--- src/rtl/pfb_pkg.sv ---
package pfb_pkg;
    localparam int WORD_W     = 16;
    localparam int HDR_BYTES  = 14;
    localparam int HDR_WORDS  = 7;
    localparam int OVERHEAD   = 6;
    localparam int CNT_W      = 11;
    localparam logic [7:0] ODD_MARK = 8'h20;
    localparam int ODD_BIT    = 13;

    typedef enum logic [2:0] {
        TX_IDLE, TX_STAT, TX_CNT, TX_HDR, TX_PAY, TX_TAIL
    } tx_state_e;

    typedef enum logic [1:0] {
        RX_IDLE, RX_REQ, RX_WAIT, RX_HI
    } rx_state_e;

    typedef enum logic [1:0] {
        PH_STAT, PH_CNT, PH_DATA, PH_CTRL
    } rx_phase_e;

    typedef struct packed {
        logic [47:0] dst;
        logic [47:0] src;
        logic [15:0] etype;
    } hdr_t;

    // Header word idx: byte 2*idx in the low half, byte 2*idx+1 in the high half
    function automatic logic [WORD_W-1:0] hdr_word(hdr_t h, logic [2:0] idx);
        logic [111:0] flat;
        int           sh;
        logic [7:0]   lo;
        logic [7:0]   hi;
        flat = h;
        sh   = 104 - 16 * int'(idx);
        lo   = 8'(flat >> sh);
        hi   = 8'(flat >> (sh - 8));
        return {hi, lo};
    endfunction
endpackage

--- src/rtl/pfb_tx_pack.sv ---
module pfb_tx_pack
    import pfb_pkg::*;
#(
    parameter int ADDR_W = 11,
    parameter int LEN_W  = 11
) (
    input  logic              clk,
    input  logic              rst,
    input  logic              start,
    input  hdr_t              hdr_in,
    input  logic [LEN_W-1:0]  len_in,
    input  logic [7:0]        byte_in,
    input  logic              byte_valid,
    output logic              byte_ready,
    output logic              busy,
    output logic              done,
    output logic              wr_en,
    output logic [ADDR_W-1:0] wr_addr,
    output logic [WORD_W-1:0] wr_data
);
    tx_state_e         state;
    hdr_t              hdr_q;
    logic [LEN_W-1:0]  len_q;
    logic [LEN_W-1:0]  remain;
    logic [2:0]        hidx;
    logic [7:0]        lo_q;
    logic              have_lo;
    logic [ADDR_W-1:0] ptr;

    logic              hs;
    logic              wr_go;
    logic              fin;
    logic [WORD_W-1:0] wr_val;
    logic [LEN_W:0]    frame_even;
    logic [WORD_W-1:0] count_word;

    always_comb begin
        frame_even    = (LEN_W+1)'(HDR_BYTES) + {1'b0, len_q} + (LEN_W+1)'(1);
        frame_even[0] = 1'b0;
        count_word    = WORD_W'(frame_even) + WORD_W'(OVERHEAD);
    end

    assign byte_ready = (state == TX_PAY);
    assign busy       = (state != TX_IDLE);
    assign hs         = byte_ready && byte_valid;

    always_comb begin
        wr_go  = 1'b0;
        fin    = 1'b0;
        wr_val = '0;
        case (state)
            TX_STAT: wr_go = 1'b1;
            TX_CNT: begin
                wr_go  = 1'b1;
                wr_val = count_word;
            end
            TX_HDR: begin
                wr_go  = 1'b1;
                wr_val = hdr_word(hdr_q, hidx);
            end
            TX_PAY: begin
                if (hs && have_lo) begin
                    wr_go  = 1'b1;
                    wr_val = {byte_in, lo_q};
                end else if (hs && remain == LEN_W'(1)) begin
                    wr_go  = 1'b1;
                    wr_val = {ODD_MARK, byte_in};
                    fin    = 1'b1;
                end
            end
            TX_TAIL: begin
                wr_go = 1'b1;
                fin   = 1'b1;
            end
            default: ;
        endcase
    end

    always_ff @(posedge clk) begin
        if (rst) begin
            state   <= TX_IDLE;
            hdr_q   <= '0;
            len_q   <= '0;
            remain  <= '0;
            hidx    <= '0;
            lo_q    <= '0;
            have_lo <= 1'b0;
            ptr     <= '0;
            wr_en   <= 1'b0;
            wr_addr <= '0;
            wr_data <= '0;
            done    <= 1'b0;
        end else begin
            wr_en <= wr_go;
            done  <= fin;
            if (wr_go) begin
                wr_addr <= ptr;
                wr_data <= wr_val;
                ptr     <= ptr + ADDR_W'(2);
            end
            case (state)
                TX_IDLE: if (start) begin
                    hdr_q   <= hdr_in;
                    len_q   <= len_in;
                    remain  <= len_in;
                    hidx    <= '0;
                    have_lo <= 1'b0;
                    ptr     <= '0;
                    state   <= TX_STAT;
                end
                TX_STAT: state <= TX_CNT;
                TX_CNT:  state <= TX_HDR;
                TX_HDR: begin
                    hidx <= hidx + 3'd1;
                    if (hidx == 3'(HDR_WORDS - 1))
                        state <= (remain == '0) ? TX_TAIL : TX_PAY;
                end
                TX_PAY: if (hs) begin
                    remain <= remain - LEN_W'(1);
                    if (have_lo) begin
                        have_lo <= 1'b0;
                        if (remain == LEN_W'(1)) state <= TX_TAIL;
                    end else if (remain == LEN_W'(1)) begin
                        state <= TX_IDLE;
                    end else begin
                        lo_q    <= byte_in;
                        have_lo <= 1'b1;
                    end
                end
                TX_TAIL: state <= TX_IDLE;
                default: state <= TX_IDLE;
            endcase
        end
    end


    status_zero_chk: assert property (@(posedge clk) disable iff (rst)
        (wr_en && wr_addr == '0) |-> (wr_data == '0));

    wr_even_chk: assert property (@(posedge clk) disable iff (rst)
        wr_en |-> (wr_addr[0] == 1'b0));

    done_with_write_chk: assert property (@(posedge clk) disable iff (rst)
        done |-> wr_en);

    ready_window_chk: assert property (@(posedge clk) disable iff (rst)
        byte_ready |-> (busy && !$past(start && state == TX_IDLE)));
endmodule

--- src/rtl/pfb_rx_parse.sv ---
module pfb_rx_parse
    import pfb_pkg::*;
#(
    parameter int               ADDR_W   = 11,
    parameter logic [WORD_W-1:0] ERR_MASK = 16'hAC00
) (
    input  logic              clk,
    input  logic              rst,
    input  logic              start,
    output logic              busy,
    output logic              rd_en,
    output logic [ADDR_W-1:0] rd_addr,
    input  logic [WORD_W-1:0] rd_data,
    output logic [7:0]        out_byte,
    output logic              out_valid,
    output logic              done,
    output logic              err,
    output logic [CNT_W-1:0]  len
);
    rx_state_e         state;
    rx_phase_e         phase;
    logic [ADDR_W-1:0] ptr;
    logic [CNT_W-1:0]  base;
    logic [CNT_W-1:0]  words_left;
    logic [7:0]        hi_q;
    logic [CNT_W-1:0]  cnt_f;
    logic [CNT_W-1:0]  body;

    assign busy    = (state != RX_IDLE);
    assign rd_en   = (state == RX_REQ);
    assign rd_addr = ptr;
    assign cnt_f   = rd_data[CNT_W-1:0];
    assign body    = cnt_f - CNT_W'(OVERHEAD);

    always_ff @(posedge clk) begin
        if (rst) begin
            state      <= RX_IDLE;
            phase      <= PH_STAT;
            ptr        <= '0;
            base       <= '0;
            words_left <= '0;
            hi_q       <= '0;
            out_byte   <= '0;
            out_valid  <= 1'b0;
            done       <= 1'b0;
            err        <= 1'b0;
            len        <= '0;
        end else begin
            out_valid <= 1'b0;
            done      <= 1'b0;
            case (state)
                RX_IDLE: if (start) begin
                    ptr   <= '0;
                    phase <= PH_STAT;
                    err   <= 1'b0;
                    len   <= '0;
                    state <= RX_REQ;
                end
                RX_REQ: state <= RX_WAIT;
                RX_WAIT: begin
                    case (phase)
                        PH_STAT: begin
                            if ((rd_data & ERR_MASK) != '0) begin
                                err   <= 1'b1;
                                done  <= 1'b1;
                                state <= RX_IDLE;
                            end else begin
                                phase <= PH_CNT;
                                ptr   <= ptr + ADDR_W'(2);
                                state <= RX_REQ;
                            end
                        end
                        PH_CNT: begin
                            if (cnt_f < CNT_W'(OVERHEAD)) begin
                                err   <= 1'b1;
                                done  <= 1'b1;
                                state <= RX_IDLE;
                            end else begin
                                base       <= body;
                                words_left <= body >> 1;
                                phase      <= ((body >> 1) == '0) ? PH_CTRL : PH_DATA;
                                ptr        <= ptr + ADDR_W'(2);
                                state      <= RX_REQ;
                            end
                        end
                        PH_DATA: begin
                            out_byte   <= rd_data[7:0];
                            out_valid  <= 1'b1;
                            hi_q       <= rd_data[15:8];
                            words_left <= words_left - CNT_W'(1);
                            if (words_left == CNT_W'(1)) phase <= PH_CTRL;
                            ptr   <= ptr + ADDR_W'(2);
                            state <= RX_HI;
                        end
                        default: begin
                            if (rd_data[ODD_BIT]) begin
                                out_byte  <= rd_data[7:0];
                                out_valid <= 1'b1;
                                len       <= base + CNT_W'(1);
                            end else begin
                                len <= base;
                            end
                            done  <= 1'b1;
                            state <= RX_IDLE;
                        end
                    endcase
                end
                RX_HI: begin
                    out_byte  <= hi_q;
                    out_valid <= 1'b1;
                    state     <= RX_REQ;
                end
                default: state <= RX_IDLE;
            endcase
        end
    end


    rd_even_chk: assert property (@(posedge clk) disable iff (rst)
        rd_en |-> (rd_addr[0] == 1'b0));

    first_read_chk: assert property (@(posedge clk) disable iff (rst)
        (state == RX_IDLE && start) |=> (rd_en && rd_addr == '0));

    done_pulse_chk: assert property (@(posedge clk) disable iff (rst)
        done |=> !done);

    err_no_byte_chk: assert property (@(posedge clk) disable iff (rst)
        (done && err) |-> (!out_valid && len == '0));
endmodule

--- src/rtl/pkt_frame_builder.sv ---
module pkt_frame_builder
    import pfb_pkg::*;
#(
    parameter int               ADDR_W   = 11,
    parameter int               LEN_W    = 11,
    parameter logic [15:0]      ERR_MASK = 16'hAC00
) (
    input  logic              clk,
    input  logic              rst,
    input  logic              tx_start,
    input  logic [47:0]       tx_dst,
    input  logic [47:0]       tx_src,
    input  logic [15:0]       tx_type,
    input  logic [LEN_W-1:0]  tx_len,
    input  logic [7:0]        tx_byte,
    input  logic              tx_byte_valid,
    output logic              tx_byte_ready,
    output logic              tx_busy,
    output logic              tx_done,
    output logic              wr_en,
    output logic [ADDR_W-1:0] wr_addr,
    output logic [15:0]       wr_data,
    input  logic              rx_start,
    output logic              rx_busy,
    output logic              rd_en,
    output logic [ADDR_W-1:0] rd_addr,
    input  logic [15:0]       rd_data,
    output logic [7:0]        rx_byte,
    output logic              rx_byte_valid,
    output logic              rx_done,
    output logic              rx_err,
    output logic [10:0]       rx_len
);
    hdr_t hdr_in;
    assign hdr_in = '{dst: tx_dst, src: tx_src, etype: tx_type};

    pfb_tx_pack #(.ADDR_W(ADDR_W), .LEN_W(LEN_W)) u_tx (
        .clk        (clk),
        .rst        (rst),
        .start      (tx_start),
        .hdr_in     (hdr_in),
        .len_in     (tx_len),
        .byte_in    (tx_byte),
        .byte_valid (tx_byte_valid),
        .byte_ready (tx_byte_ready),
        .busy       (tx_busy),
        .done       (tx_done),
        .wr_en      (wr_en),
        .wr_addr    (wr_addr),
        .wr_data    (wr_data)
    );

    pfb_rx_parse #(.ADDR_W(ADDR_W), .ERR_MASK(ERR_MASK)) u_rx (
        .clk       (clk),
        .rst       (rst),
        .start     (rx_start),
        .busy      (rx_busy),
        .rd_en     (rd_en),
        .rd_addr   (rd_addr),
        .rd_data   (rd_data),
        .out_byte  (rx_byte),
        .out_valid (rx_byte_valid),
        .done      (rx_done),
        .err       (rx_err),
        .len       (rx_len)
    );
endmodule

--- config.mk ---
export PLATFORM = sky130hd
export DESIGN_NAME = pkt_frame_builder
export DESIGN_NICKNAME = d
export VERILOG_FILES = /design/src/rtl/pfb_pkg.sv /design/src/rtl/pfb_tx_pack.sv /design/src/rtl/pfb_rx_parse.sv /design/src/rtl/pkt_frame_builder.sv
export SDC_FILE = /design/constraint.sdc
export NUM_CORES = 1
export LEC_CHECK = 0
export ABC_AREA = 1
export BUFFER_PORTS_ARGS = -buffer_cell sky130_fd_sc_hd__clkbuf_2
export CORE_ASPECT_RATIO = 1.2
export CORE_MARGIN = 1.5
export CORE_UTILIZATION = 53
export CTS_BUF_LIST = sky130_fd_sc_hd__clkbuf_4
export CTS_CLUSTER_SIZE = 16
export DETAILED_ROUTE_END_ITERATION = 16
export GPL_TIMING_DRIVEN = 0
export PLACE_DENSITY = 0.79
export SYNTH_ARGS = -nofsm -noshare
export SYNTH_HDL_FRONTEND = slang
export SYNTH_HIERARCHICAL = 1
export SYNTH_SLANG_ARGS = --single-unit
--- constraint.sdc ---
create_clock -name clk -period 2.05 [get_ports clk]
set_input_delay 0.3075 -clock clk [delete_from_list [all_inputs] [get_ports clk]]
set_output_delay 0.3075 -clock clk [all_outputs]
set_load 0.01 [all_outputs]
==> results.md, run 1 <==
* Min Clock Period, post-route at 2.04 ns
* DIE AREA at roughly 24000 um2
* Worst R2R Start: u_tx/hidx[0]$_SDFFE_PP0P_
* Most common cell after layout, fill and taps aside: nand2_1
* Die width at approximately 140 um
* Critical Path Fanout Max at 10
* Syn_nets at approximately 1900
* Worst-path clk slew at approximately 0.070 ns
* CTS tree: built
* Initial antenna violation count at 5
* Fin crit share at 0.995
* Overall fraction of global-route tracks in use at 0.354
* Critical path type: reg2reg
* Post-DP Area at 13800 um2
* Crit path arrival time at ~2.6 ns
* Root buf cell: clkbuf_4
* CP startpoint kind: register
* Via count at roughly 14000
* PD cells at 1010 nW/um2
* DRC at 0
* Worst-skew pair later-pin latency at 0.67 ns
* Hold Path Origin: tx_dst[45]
* Layout fillers at 1925
* WP data required at 2.62 ns
* Cts bufs inserted at 66
* Synthesis-stage register bit count at roughly 250
* Place WS at -0.570 ns
* Worst-case vdd ir drop at roughly 0.5 mV
* Die Span Y at around 170 um
* Fin. Hold Viols at 0
* Vias in the first global route at about 14000
* Initial Util at 0.535
* Synth warn at 6
* Leading cell types in the layout, fill and taps excluded: nand2_1, o21ai_0, dfxtp_1
* Status: finished clean
* Syn Area/Cell at 6.99 um2
* IO Pins at roughly 220
* Endpoints failing setup at 0
* Crit path from: u_tx/hidx[0]$_SDFFE_PP0P_
* Synth Instances at ~1800
* Fraction of layout cells with a size suffix above 1 at 0.200
* Multi-input logic area at between 6000 and 7000 um2
* First-pass GRT wire length at between 60000 and 70000 um
* Clock sink count at roughly 250
* Hold Crit Class: in2reg
* Design area at ~16000 um2
* Pin count of the biggest net entering global routing at 18
* Slew Limit Headroom at 0.523
* Register-to-register setup slack at about 0.01 ns
* Final antenna-violating net count at 0
* Max Freq at between 400 and 500 MHz
* Pleak at between 7 and 8 nW
* Max Root-Sink Buffers at 3
* Netlist cell types at 51
* Gr ovfl total at 0
* Core Area at approximately 23000 um2
* R2R depth at 8
* RSZ-0062 raised after global routing: true
* Slew @ Worst Pin at a little over 0.7 ns
* RePlAce Congestion at 0.998
* Fin Clk Skew at 0.0496 ns
* Crit end category: register
* Dpl hpwl at 29800 um
* Sequential element share of the synthesized area at 0.410
* Storage element area at around 5000 um2
* Reg2reg end: u_tx/wr_data[13]$_SDFFE_PP0N_
* Pins Over Slew Limit at 0
* H-tree lvl count at 3
* Synth-to-layout area growth at 32.0%
* Placement Rows at about 60
* # nets final at approximately 2400
* Setup crit end: u_tx/wr_data[13]$_SDFFE_PP0N_
* Main synth FF type: dfxtp_1
* Drt wl/cell at ~17 um
* Port Buffers at around 210
* Mapped Area at 12300 um2
* Max-Cap Viols at 0
* DRT Pass-1 Iters at 6
* Final WL at 43900 um
* Avg Vias per Cell at 5.64
* Setup Total Neg Slack at 0 ns
* Initial DRC Count at 1403
* Synth async-reset ratio at 0
* Hold Slack at 0.0126 ns
* Number of synthesized flops with an enable pin at 0
* Final worst slack at ~0.01 ns
==> state kept, by name (all words and copies together), names as in the netlist, 8 cells and up <==
| signal | count |
|---|---|
| u_tx/lo_q | 8 |
| u_tx/hdr_q | 112 |
| u_tx/remain | 11 |
| u_rx/out_byte | 8 |
| u_tx/wr_data | 16 |
| u_rx/words_left | 11 |
| u_tx/ptr | 10 |
| u_tx/len_q | 11 |
| u_tx/wr_addr | 10 |
| u_rx/base | 11 |
| u_rx/rd_addr | 10 |
| u_rx/hi_q | 8 |
| u_rx/len | 11 |
==> logic make-up (layout without fill, tap and decap cells) <==
| logic type | after synthesis | after routing | share of synthesized area |
|---|---|---|---|
| multiplexers | 2 | 2 | 0.00162 |
| adder cells (fa/ha/maj) | 24 | 24 | 0.0243 |
| flip-flops | 253 | 253 | 0.410 |
| buffers and inverters | 293 | 767 | 0.0967 |
| other | 2 | 7 | 0.000609 |
| AND/OR/NAND/NOR | 642 | 642 | 0.223 |
| AO/OA/AOI/OAI | 539 | 539 | 0.236 |
| XOR/XNOR | 10 | 10 | 0.00710 |
==> cell usage after synthesis (2+ instances only) <==
cell / instances / share of area
inv_1: 184 / 0.056
nand4_1: 17 / 0.0086
dfxtp_1: 253 / 0.41
xor2_1: 7 / 0.0050
o211ai_1: 26 / 0.016
ha_1: 24 / 0.024
a21oi_2: 6 / 0.0043
nor2_4: 6 / 0.0055
o21ai_0: 263 / 0.11
buf_2: 25 / 0.010
o21ai_1: 13 / 0.0053
a22oi_1: 2 / 0.0012
buf_6: 4 / 0.0037
buf_4: 6 / 0.0037
nand3_1: 69 / 0.028
o2111ai_1: 4 / 0.0028
nor2_1: 223 / 0.068
nand2_4: 2 / 0.0018
o221ai_1: 6 / 0.0043
inv_4: 3 / 0.0015
nor3_1: 12 / 0.0049
a31oi_1: 24 / 0.012
mux2i_1: 2 / 0.0016
nor2_2: 10 / 0.0051
nand3b_1: 8 / 0.0049
a21oi_1: 176 / 0.071
o21bai_1: 2 / 0.0012
clkbuf_1: 57 / 0.017
conb_1: 2 / 0.00061
inv_2: 10 / 0.0030
a211oi_1: 11 / 0.0067
nand2_2: 10 / 0.0051
nor4_1: 3 / 0.0015
xnor2_1: 3 / 0.0021
nand2_1: 276 / 0.084
==> worst min-delay path by stage <==
stage	slack [ns]	to	depth (start not counted)
floorplan	0.40	u_rx/base[1]$_SDFFE_PP0P_	1
global placement	0.43	u_tx/hdr_q[40]$_SDFFE_PP0P_	2
detailed placement	0.44	u_tx/hdr_q[37]$_SDFFE_PP0P_	2
CTS	0.0002	u_rx/out_byte[3]$_SDFFE_PP0P_	3
global route	0.02	u_tx/hdr_q[109]$_SDFFE_PP0P_	3
finish	0.01	u_tx/hdr_q[109]$_SDFFE_PP0P_	3
==> per-layer routing <==
metal | track usage | vias up | wire length, um
met5 | 0 | - | 0
met4 | 0.186 | 0 | 2060
met3 | 0.0597 | 170 | 3880
met2 | 0.597 | 849 | 20800
met1 | 0.432 | 6638 | 17200
li1 | - | 6768 | -
==> repair_timing <==
item | 4_1_cts | 5_1_grt
setup endpoints to repair | 19 | 49
hold buffers | 143 | 0
buffers inserted | 0 | 5
pin swaps | 3 | 12
resized for setup | 21 | 48
hold endpoints to repair | 153 | 0
==> where the power goes <==
group | internal (W) | switching [W]
Clock | 0.00229 | 0.00212
Sequential | 0.00591 | 0.000571
Combinational | 0.00195 | 0.00367
==> worst max-delay path, cell delays in order, from the launching register on <==
cell	delay, ns
dfxtp_4	0.38
buf_2	0.26
buf_2	0.33
mux2i_1	0.26
o221ai_1	0.17
o21bai_1	0.31
nand3_1	0.11
nand2_1	0.07
inv_1	0.05
==> metrics by stage <==
stage	power, W	utilization	instances
after floorplan	0.00980	-	1765
after global placement	0.0114	0.599	2294
after detailed placement	0.0115	0.599	2294
after CTS	0.0162	0.699	2549
after global routing	0.0175	0.706	2558
final	0.0165	0.706	2559
==> final cells by class <==
type	instances	area share
clock buffer	89	0.0410
tap	315	0.0242
clock inverter	24	0.00945
antenna	5	0.000768
timing repair buffer	362	0.156
sequential	253	0.312
buffer	93	0.0300
multi-input combinational	1219	0.380
inverter	199	0.0467
(Power assumes the default switching activity.)
==> run 2: changes to the inputs <==
--- a/config.mk
+++ b/config.mk
@@ -5,16 +5,14 @@
 export SDC_FILE = /design/constraint.sdc
 export NUM_CORES = 1
 export LEC_CHECK = 0
-export ABC_AREA = 1
 export BUFFER_PORTS_ARGS = -buffer_cell sky130_fd_sc_hd__clkbuf_2
 export CORE_ASPECT_RATIO = 1.2
 export CORE_MARGIN = 1.5
-export CORE_UTILIZATION = 53
+export CORE_UTILIZATION = 32
 export CTS_BUF_LIST = sky130_fd_sc_hd__clkbuf_4
 export CTS_CLUSTER_SIZE = 16
 export DETAILED_ROUTE_END_ITERATION = 16
 export GPL_TIMING_DRIVEN = 0
-export PLACE_DENSITY = 0.79
 export SYNTH_ARGS = -nofsm -noshare
 export SYNTH_HDL_FRONTEND = slang
 export SYNTH_HIERARCHICAL = 1
==> run 2 against run 1 <==
Compared with the run above: the run now ends with setup timing left; hold slack gained 0.074 ns; sequential cell count is the same; power grew 6.3%; synthesized area shrank 0.19%; via count shrank 6.7%; sequential share of layout area shrank 2.3 points; critical path depth shrank 4; combinational power grew 12%; clock-buffer cell count grew 24.
==> results.md, run 2 <==
* Critical path type: reg2out
* Initial Util at 0.325 (-0.210)
* CP startpoint kind: register
* Avg Vias per Cell at 5.21 (-7.5%)
* Final WL at 47900 um (+9.3%)
* Post-Layout Cell Count at 2582 (+0.90%)
* Top cell type by total area after synthesis: dfxtp_1
* Root buf cell: clkbuf_4
* Endpoints failing setup at 85 (+85)
* Crit path arrival time at 2.01 ns (-0.60 ns)
* Synth async-reset ratio at 0 (unchanged)
* Max Freq at 431 MHz (-12%)
* Main synth FF type: dfxtp_1
* Biggest register: u_tx/hdr_q
* Pin count of the biggest net entering global routing at 11 (-7)
* Initial DRC Count at 868 (-38%)
* RSZ-0062 raised after global routing: true
* IO Pins at 218 (unchanged)
* Worst-skew pair later-pin latency at 0.72 ns (+0.05 ns)
* Synth-to-layout area growth at 43.3%
* # nets final at 2215 (-6.5%)
* Max-Cap Viols at 0 (unchanged)
* Worst-case vdd ir drop at 0.525 mV (+3.4%)
* Syn Area/Cell at 7.84 um2 (+12%)
* Worst-path clk slew at 0.06 ns (about the same)
* Setup Total Neg Slack at -9.91 ns (-9.91 ns)
* Slew Limit Headroom at 0.409 (-0.114)
* DIE AREA at 39700 um2 (+64%)
* WP data required at 1.74 ns (-0.88 ns)
* Synth Instances at 1571 (-11%)
* Hold Slack at 0.0865 ns (+0.0739 ns)
* Clock sink count at 253 (unchanged)
* Cts bufs inserted at 73 (+11%)
* Synth warn at 6 (unchanged)
* Fin. Hold Viols at 0 (unchanged)
* Post-route core utilization at 0.466 (-0.240)
* Netlist cell types at 78 (+53%)
* Layout fillers at 3723 (+93%)
* Failing checks: setup timing
* Syn_nets at 1747 (-10%)
* Drt wl/cell at 18.6 um (+8.3%)
* Hold Crit Class: in2reg
* Pleak at 7.01 nW (-2.2%)
* Largest regs: u_tx/hdr_q x112, u_tx/wr_data x16
* Share of the synthesized area in the top cell type at 0.411 (+0.000792)
* CTS tree: built
* Gr ovfl total at 0 (unchanged)
* Synthesis-stage register bit count at 253 (unchanged)
* PD cells at 995 nW/um2 (-1.9%)
* Synth top area cells: dfxtp_1, nand2_1, a21oi_1, mux2i_1, nor2_1
* Overall fraction of global-route tracks in use at 0.234 (-0.120)
* Multi-input logic area at 7320 um2 (+18%)
* Pwr Total at 0.0176 W (+6.3%)
* Leading cell types in the layout, fill and taps excluded: nand2_1, dfxtp_1, clkbuf_2
* Mapped Area at 12300 um2 (-0.19%)
* Number of synthesized flops with an enable pin at 0 (unchanged)
* Port Buffers at 215 (+0.47%)
* H-tree lvl count at 3 (unchanged)
* Storage element area at 5090 um2 (+0.32%)
* Die width at 182 um (+28%)
* Number of flip-flops under the largest register name at 112 (unchanged)
* Core Area at 37900 um2 (+64%)
* Via count at 13500 (-6.7%)
* Final antenna-violating net count at 0 (unchanged)
* Synth cell count leaders: nand2_1, dfxtp_1, a21oi_1
* Vias in the first global route at 13200 (-2.5%)
* Most common cell after layout, fill and taps aside: nand2_1
* Placement Rows at 78 (+28%)
* RePlAce Congestion at 0.981 (-1.7%)
* Status: finished with violations
* Pins Over Slew Limit at 0 (unchanged)
* Sequential element share of the synthesized area at 0.411 (+0.000792)
* Dpl hpwl at 33800 um (+13%)
* Fraction of layout cells with a size suffix above 1 at 0.270 (+0.0699)
* First-pass GRT wire length at 71900 um (+6.6%)
* Fin crit share at 1.13 (+0.136)
* Initial antenna violation count at 7 (+2)
* DRC at 0 (unchanged)
* Most frequent cell after synthesis: nand2_1
* Crit end category: output port
* Critical Path Fanout Max at 10 (unchanged)
* Max Root-Sink Buffers at 3 (unchanged)
* DRT Pass-1 Iters at 5 (-1)
* Die Span Y at 218 um (+28%)
* Final worst slack at -0.269 ns (-0.279 ns)
* Min Clock Period, post-route at 2.32 ns (+0.279 ns)
* Cells after DPL at 2266 (-1.2%)
* Slew @ Worst Pin at 0.886 ns (+0.171 ns)
* Fin Clk Skew at 0.0603 ns (+0.0107 ns)
## run 2: cell count changes in the layout (fill, tap and decap cells not counted), moves of 13 or more
| cell | before | now |
|---|---|---|
| nand3_1 | 67 | 52 |
| mux2i_1 | 2 | 35 |
| nor2_1 | 217 | 103 |
| buf_4 | 10 | 39 |
| o21ai_0 | 256 | 35 |
| xnor2_1 | 3 | 25 |
| nand2_1 | 274 | 370 |
| a22oi_1 | 2 | 15 |
| a21oi_1 | 175 | 204 |
| a31oi_1 | 23 | 9 |
| nor2_2 | 15 | 2 |
| clkbuf_4 | 95 | 120 |
| inv_1 | 182 | 26 |
## run 2: metrics by stage
stage,instance area (um2),setup WS (ns)
after floorplan,12400,-0.190
after global placement,14000,-0.906
after detailed placement,14000,-0.928
after CTS,17300,-0.427
after global routing,17600,-0.348
final,17600,-0.269
## run 2: cell type report
class | instances | area share
multi-input cells | 1174 | 0.415
flip-flops and latches | 253 | 0.288
repair buffers | 402 | 0.165
clock buffers | 113 | 0.0481
plain buffers | 104 | 0.0355
well taps | 480 | 0.0340
inverters | 31 | 0.00759
clock inverters | 19 | 0.00589
diodes | 6 | 0.000851
## run 2: timing repair
action | in CTS | in global routing
buffers inserted | 38 | 9
setup endpoints to repair | 214 | 198
hold buffers | 141 | 0
gates cloned | 0 | 0
resized for setup | 160 | 86
pin swaps | 41 | 30
endpoints found under the hold margin | 160 | 0
## run 2: power breakdown
| part | internal, W | switching, W |
|---|---|---|
| clock | 0.00263 | 0.00227 |
| combinational | 0.00248 | 0.00384 |
| sequential | 0.00568 | 0.000644 |
## run 2: worst max-delay path, stage by stage, from the launching register on
cell and delay (ns):
dfxtp_1 0.34, buf_2 0.20, nor3_1 0.41, inv_1 0.17
clkbuf_2 0.17
## run 2: cell families (layout without fill, tap and decap cells)
| logic type | count (synthesis) | after routing | share of synthesized area |
|---|---|---|---|
| adders and majority gates | 24 | 24 | 0.0244 |
| DFF | 253 | 253 | 0.411 |
| and+or+nand+nor | 652 | 652 | 0.235 |
| muxes | 60 | 60 | 0.0507 |
| xor gates and xnor gates | 50 | 50 | 0.0356 |
| AOI/OAI and AO/OA | 386 | 386 | 0.192 |
| buffers and inverters | 144 | 669 | 0.0505 |
| other | 2 | 8 | 0.000610 |
## run 2: path summary, 6_finish.rpt
| kind | to | cells past startpoint | startpoint | slack [ns] |
|---|---|---|---|---|
| min | u_rx/out_byte[6]$_SDFFE_PP0P_ | 5 | rd_data[6] | 0.09 |
| min reg2reg | u_tx/wr_addr[4]$_SDFFE_PP0N_ | 2 | u_tx/wr_addr[4]$_SDFFE_PP0N_ | 0.45 |
| max | tx_busy | 4 | u_tx/state[2]$_SDFFE_PP0P_ | -0.27 |
| max reg2reg | u_tx/wr_data[9]$_SDFFE_PP0N_ | 11 | u_tx/len_q[0]$_SDFFE_PP0P_ | -0.26 |
## run 2: layer usage
metal,vias up,wire length (um),GRT usage
met1,6281,18200,0.254
met5,-,38,0
met2,581,23400,0.411
met3,158,3500,0.0529
li1,6439,-,-
met4,6,2840,0.151
==> run 3: changes to the inputs <==
--- a/config.mk
+++ b/config.mk
@@ -9,7 +9,6 @@
 export CORE_ASPECT_RATIO = 1.2
 export CORE_MARGIN = 1.5
 export CORE_UTILIZATION = 32
-export CTS_BUF_LIST = sky130_fd_sc_hd__clkbuf_4
 export CTS_CLUSTER_SIZE = 16
 export DETAILED_ROUTE_END_ITERATION = 16
 export GPL_TIMING_DRIVEN = 0
==> constraint.sdc (replaced) <==
create_clock -name clk -period 1.95 [get_ports clk]
set_input_delay 0.2925 -clock clk [delete_from_list [all_inputs] [get_ports clk]]
set_output_delay 0.2925 -clock clk [all_outputs]
set_load 0.01 [all_outputs]
==> run 3 against run 2 <==
Compared with the run above: the run still ends with setup timing left; setup slack worse by 0.12 ns; clock-buffer cell count shrank 73; first-iteration DRC count increased by 8.4%; die area stayed put; critical path type is now reg2reg.
==> results.md, run 3 (synthesis results as in run 2) <==
* Status: finished with violations
* RSZ-0062 raised after global routing: true
* Pins Over Slew Limit at 0 (unchanged)
* R2R depth at 7 (-4)
* Final antenna-violating net count at 0 (unchanged)
* CP startpoint kind: register
* WP data required at 2.37 ns (+0.63 ns)
* RePlAce Congestion at 0.964 (-1.7%)
* Largest regs: u_tx/hdr_q x112, u_tx/wr_data x16
* DIE AREA at 39700 um2 (unchanged)
* Fin Clk Skew at 0.0121 ns (-0.0483 ns)
* CTS tree: built
* Initial antenna violation count at 6 (-1)
* Hold Slack at 0.00410 ns (-0.0824 ns)
* Slew Limit Headroom at 0.436 (+0.0268)
* Clock sink count at 253 (unchanged)
* Seq pwr share at 0.350 (-0.011)
* Critical path type: reg2reg
* Max Root-Sink Buffers at 3 (unchanged)
* Port Buffers at 215 (unchanged)
* Cells after DPL at 2266 (unchanged)
* Place WS at -0.856 ns (+0.0722 ns)
* Placement Rows at 78 (unchanged)
* Crit end category: register
* Fin. Hold Viols at 0 (unchanged)
* Pleak at 7.08 nW (+0.97%)
* Dpl hpwl at 33600 um (-0.51%)
* Crit path arrival time at 2.76 ns (+0.75 ns)
* Critical Path Fanout Max at 3 (-7)
* Switching Share at 0.366 (-0.0189)
* Sw power at 0.00699 W (+3.4%)
* Gate power share at 0.357 (-0.003)
* Core Area at 37900 um2 (unchanged)
* Clock share of power at 0.293 (+0.013)
* Most common cell after layout, fill and taps aside: nand2_1
* Initial DRC Count at 941 (+8.4%)
* Endpoints failing setup at 89 (+4.7%)
* Max Freq at between 400 and 500 MHz
* Die width at 182 um (unchanged)
* PD cells at 1060 nW/um2 (+6.9%)
* Synth-to-layout area growth at 45.7%
* Worst-skew pair later-pin latency at 0.56 ns (-0.16 ns)
* Hold depth at 3 (-2)
* Drt wl/cell at 18.8 um (+1.5%)
* Pint at 0.0121 W (+12%)
* Die Span Y at 218 um (unchanged)
* Post-Layout Cell Count at 2503 (-3.1%)
* Fraction of layout cells with a size suffix above 1 at 0.277 (+0.00661)
* Min Clock Period, post-route at approximately 2.3 ns
* # nets final at 2173 (-1.9%)
* Fin crit share at 1.20
* Final worst slack at -0.384 ns (-0.115 ns)
* Slew @ Worst Pin at 0.846 ns (-0.0402 ns)
* Pwr Total at 0.0191 W (+8.7%)
* First-pass GRT wire length at 70600 um (-1.7%)
* Worst-case vdd ir drop at 0.683 mV (+30%)
* Gr ovfl total at 0 (unchanged)
* H-tree lvl count at 1 (-2)
* Avg Vias per Cell at 5.27 (+1.1%)
* Post-DP Area at 14000 um2 (+0.15%)
* Vias in the first global route at 12700 (-3.7%)
* Biggest register: u_tx/hdr_q
* Cts bufs inserted at 29 (-60%)
* Design area at 17900 um2 (+1.7%)
* Max-Cap Viols at 0 (unchanged)
* Pin count of the biggest net entering global routing at 15 (+4)
* Initial Util at 0.325 (unchanged)
* Layout fillers at 3667 (-1.5%)
* Number of flip-flops under the largest register name at 112 (unchanged)
* Leading cell types in the layout, fill and taps excluded: nand2_1, dfxtp_1, clkbuf_2
* IO Pins at 218 (unchanged)
* Worst-path clk slew at 0.06 ns (about the same)
* Final WL at 47200 um (-1.6%)
* DRC at 0 (unchanged)
* Overall fraction of global-route tracks in use at 0.227 (-0.00727)
* Hold Crit Class: in2reg
* Failing checks: setup timing
* Root buf cell: clkbuf_16
* Via count at 13200 (-2.0%)
* DRT Pass-1 Iters at 5 (unchanged)
run 3: cell types whose count changed in the layout (fill, tap and decap cells not counted), moves of 5 or more:
cell	delta
clkbuf_8	+9
clkbuf_4	-114
clkbuf_16	+31
nand3_1	-6
buf_4	+19
nand3_2	+6
dlygate4sd3_1	-25
clkinv_1	-11
dfxtp_1	-5
run 3: path summary, 6_finish.rpt:
kind,to,start,slack (ns)
worst max-delay path,u_tx/wr_data[7]$_SDFFE_PP0N_,u_tx/len_q[0]$_SDFFE_PP0P_,-0.38
worst min-delay path,u_tx/hdr_q[10]$_SDFFE_PP0P_,tx_type[10],0.004
worst max register to register,u_tx/wr_data[7]$_SDFFE_PP0N_,u_tx/len_q[0]$_SDFFE_PP0P_,-0.38
worst min register to register,u_tx/wr_addr[2]$_SDFFE_PP0N_,u_tx/wr_addr[2]$_SDFFE_PP0N_,0.45
run 3: per-layer routing:
metal	part of all wire	GRT usage
met1	0.39	0.259
met2	0.50	0.408
met3	0.063	0.0377
met4	0.051	0.113
met5	0.00049	0
run 3: worst max-delay path: stages (launching register included):
cell      delay (ns)
dfxtp_4         0.35
buf_6           0.13
nor4_4          0.37
mux2_4          0.35
a221oi_4        0.39
xnor2_2         0.15
a32oi_1         0.31
a311oi_1        0.14
run 3: layout make-up:
cell class,instances,area [um2],share of cell area
multi-input cells,1175,7500,0.418
flip-flops and latches,253,5100,0.284
repair buffers,403,2900,0.162
clock buffers,40,827,0.0461
plain buffers,104,714,0.0398
well taps,480,601,0.0335
inverters,31,144,0.00802
clock inverters,11,140,0.00781
diodes,6,15.0,0.000837
run 3: repair_timing:
action                     in CTS  in global routing
hold buffers                  116                  0
hold endpoints to repair      118                  0
setup buffers                  40                 29
cloned                          1                  4
resized for setup             186                129
setup endpoints to repair     239                208
pin swaps                      30                 55
run 3: through the flow:
| stage | utilization | TNS, ns |
|---|---|---|
| after floorplan | - | -0.557 |
| after global placement | 0.371 | -81.64 |
| after detailed placement | 0.371 | -87.10 |
| after CTS | 0.455 | -10.13 |
| after global routing | 0.474 | -21.48 |
| final | 0.474 | -11.38 |
run 3: power by group through the flow:
stage | logic, W | registers [W] | clock network, W
after floorplan | 0.00357 | 0.00652 | 0
after global placement | 0.00526 | 0.00665 | 0
after detailed placement | 0.00533 | 0.00667 | 0
after CTS | 0.00627 | 0.00662 | 0.00570
after global routing | 0.00734 | 0.00676 | 0.00591
final | 0.00681 | 0.00669 | 0.00559
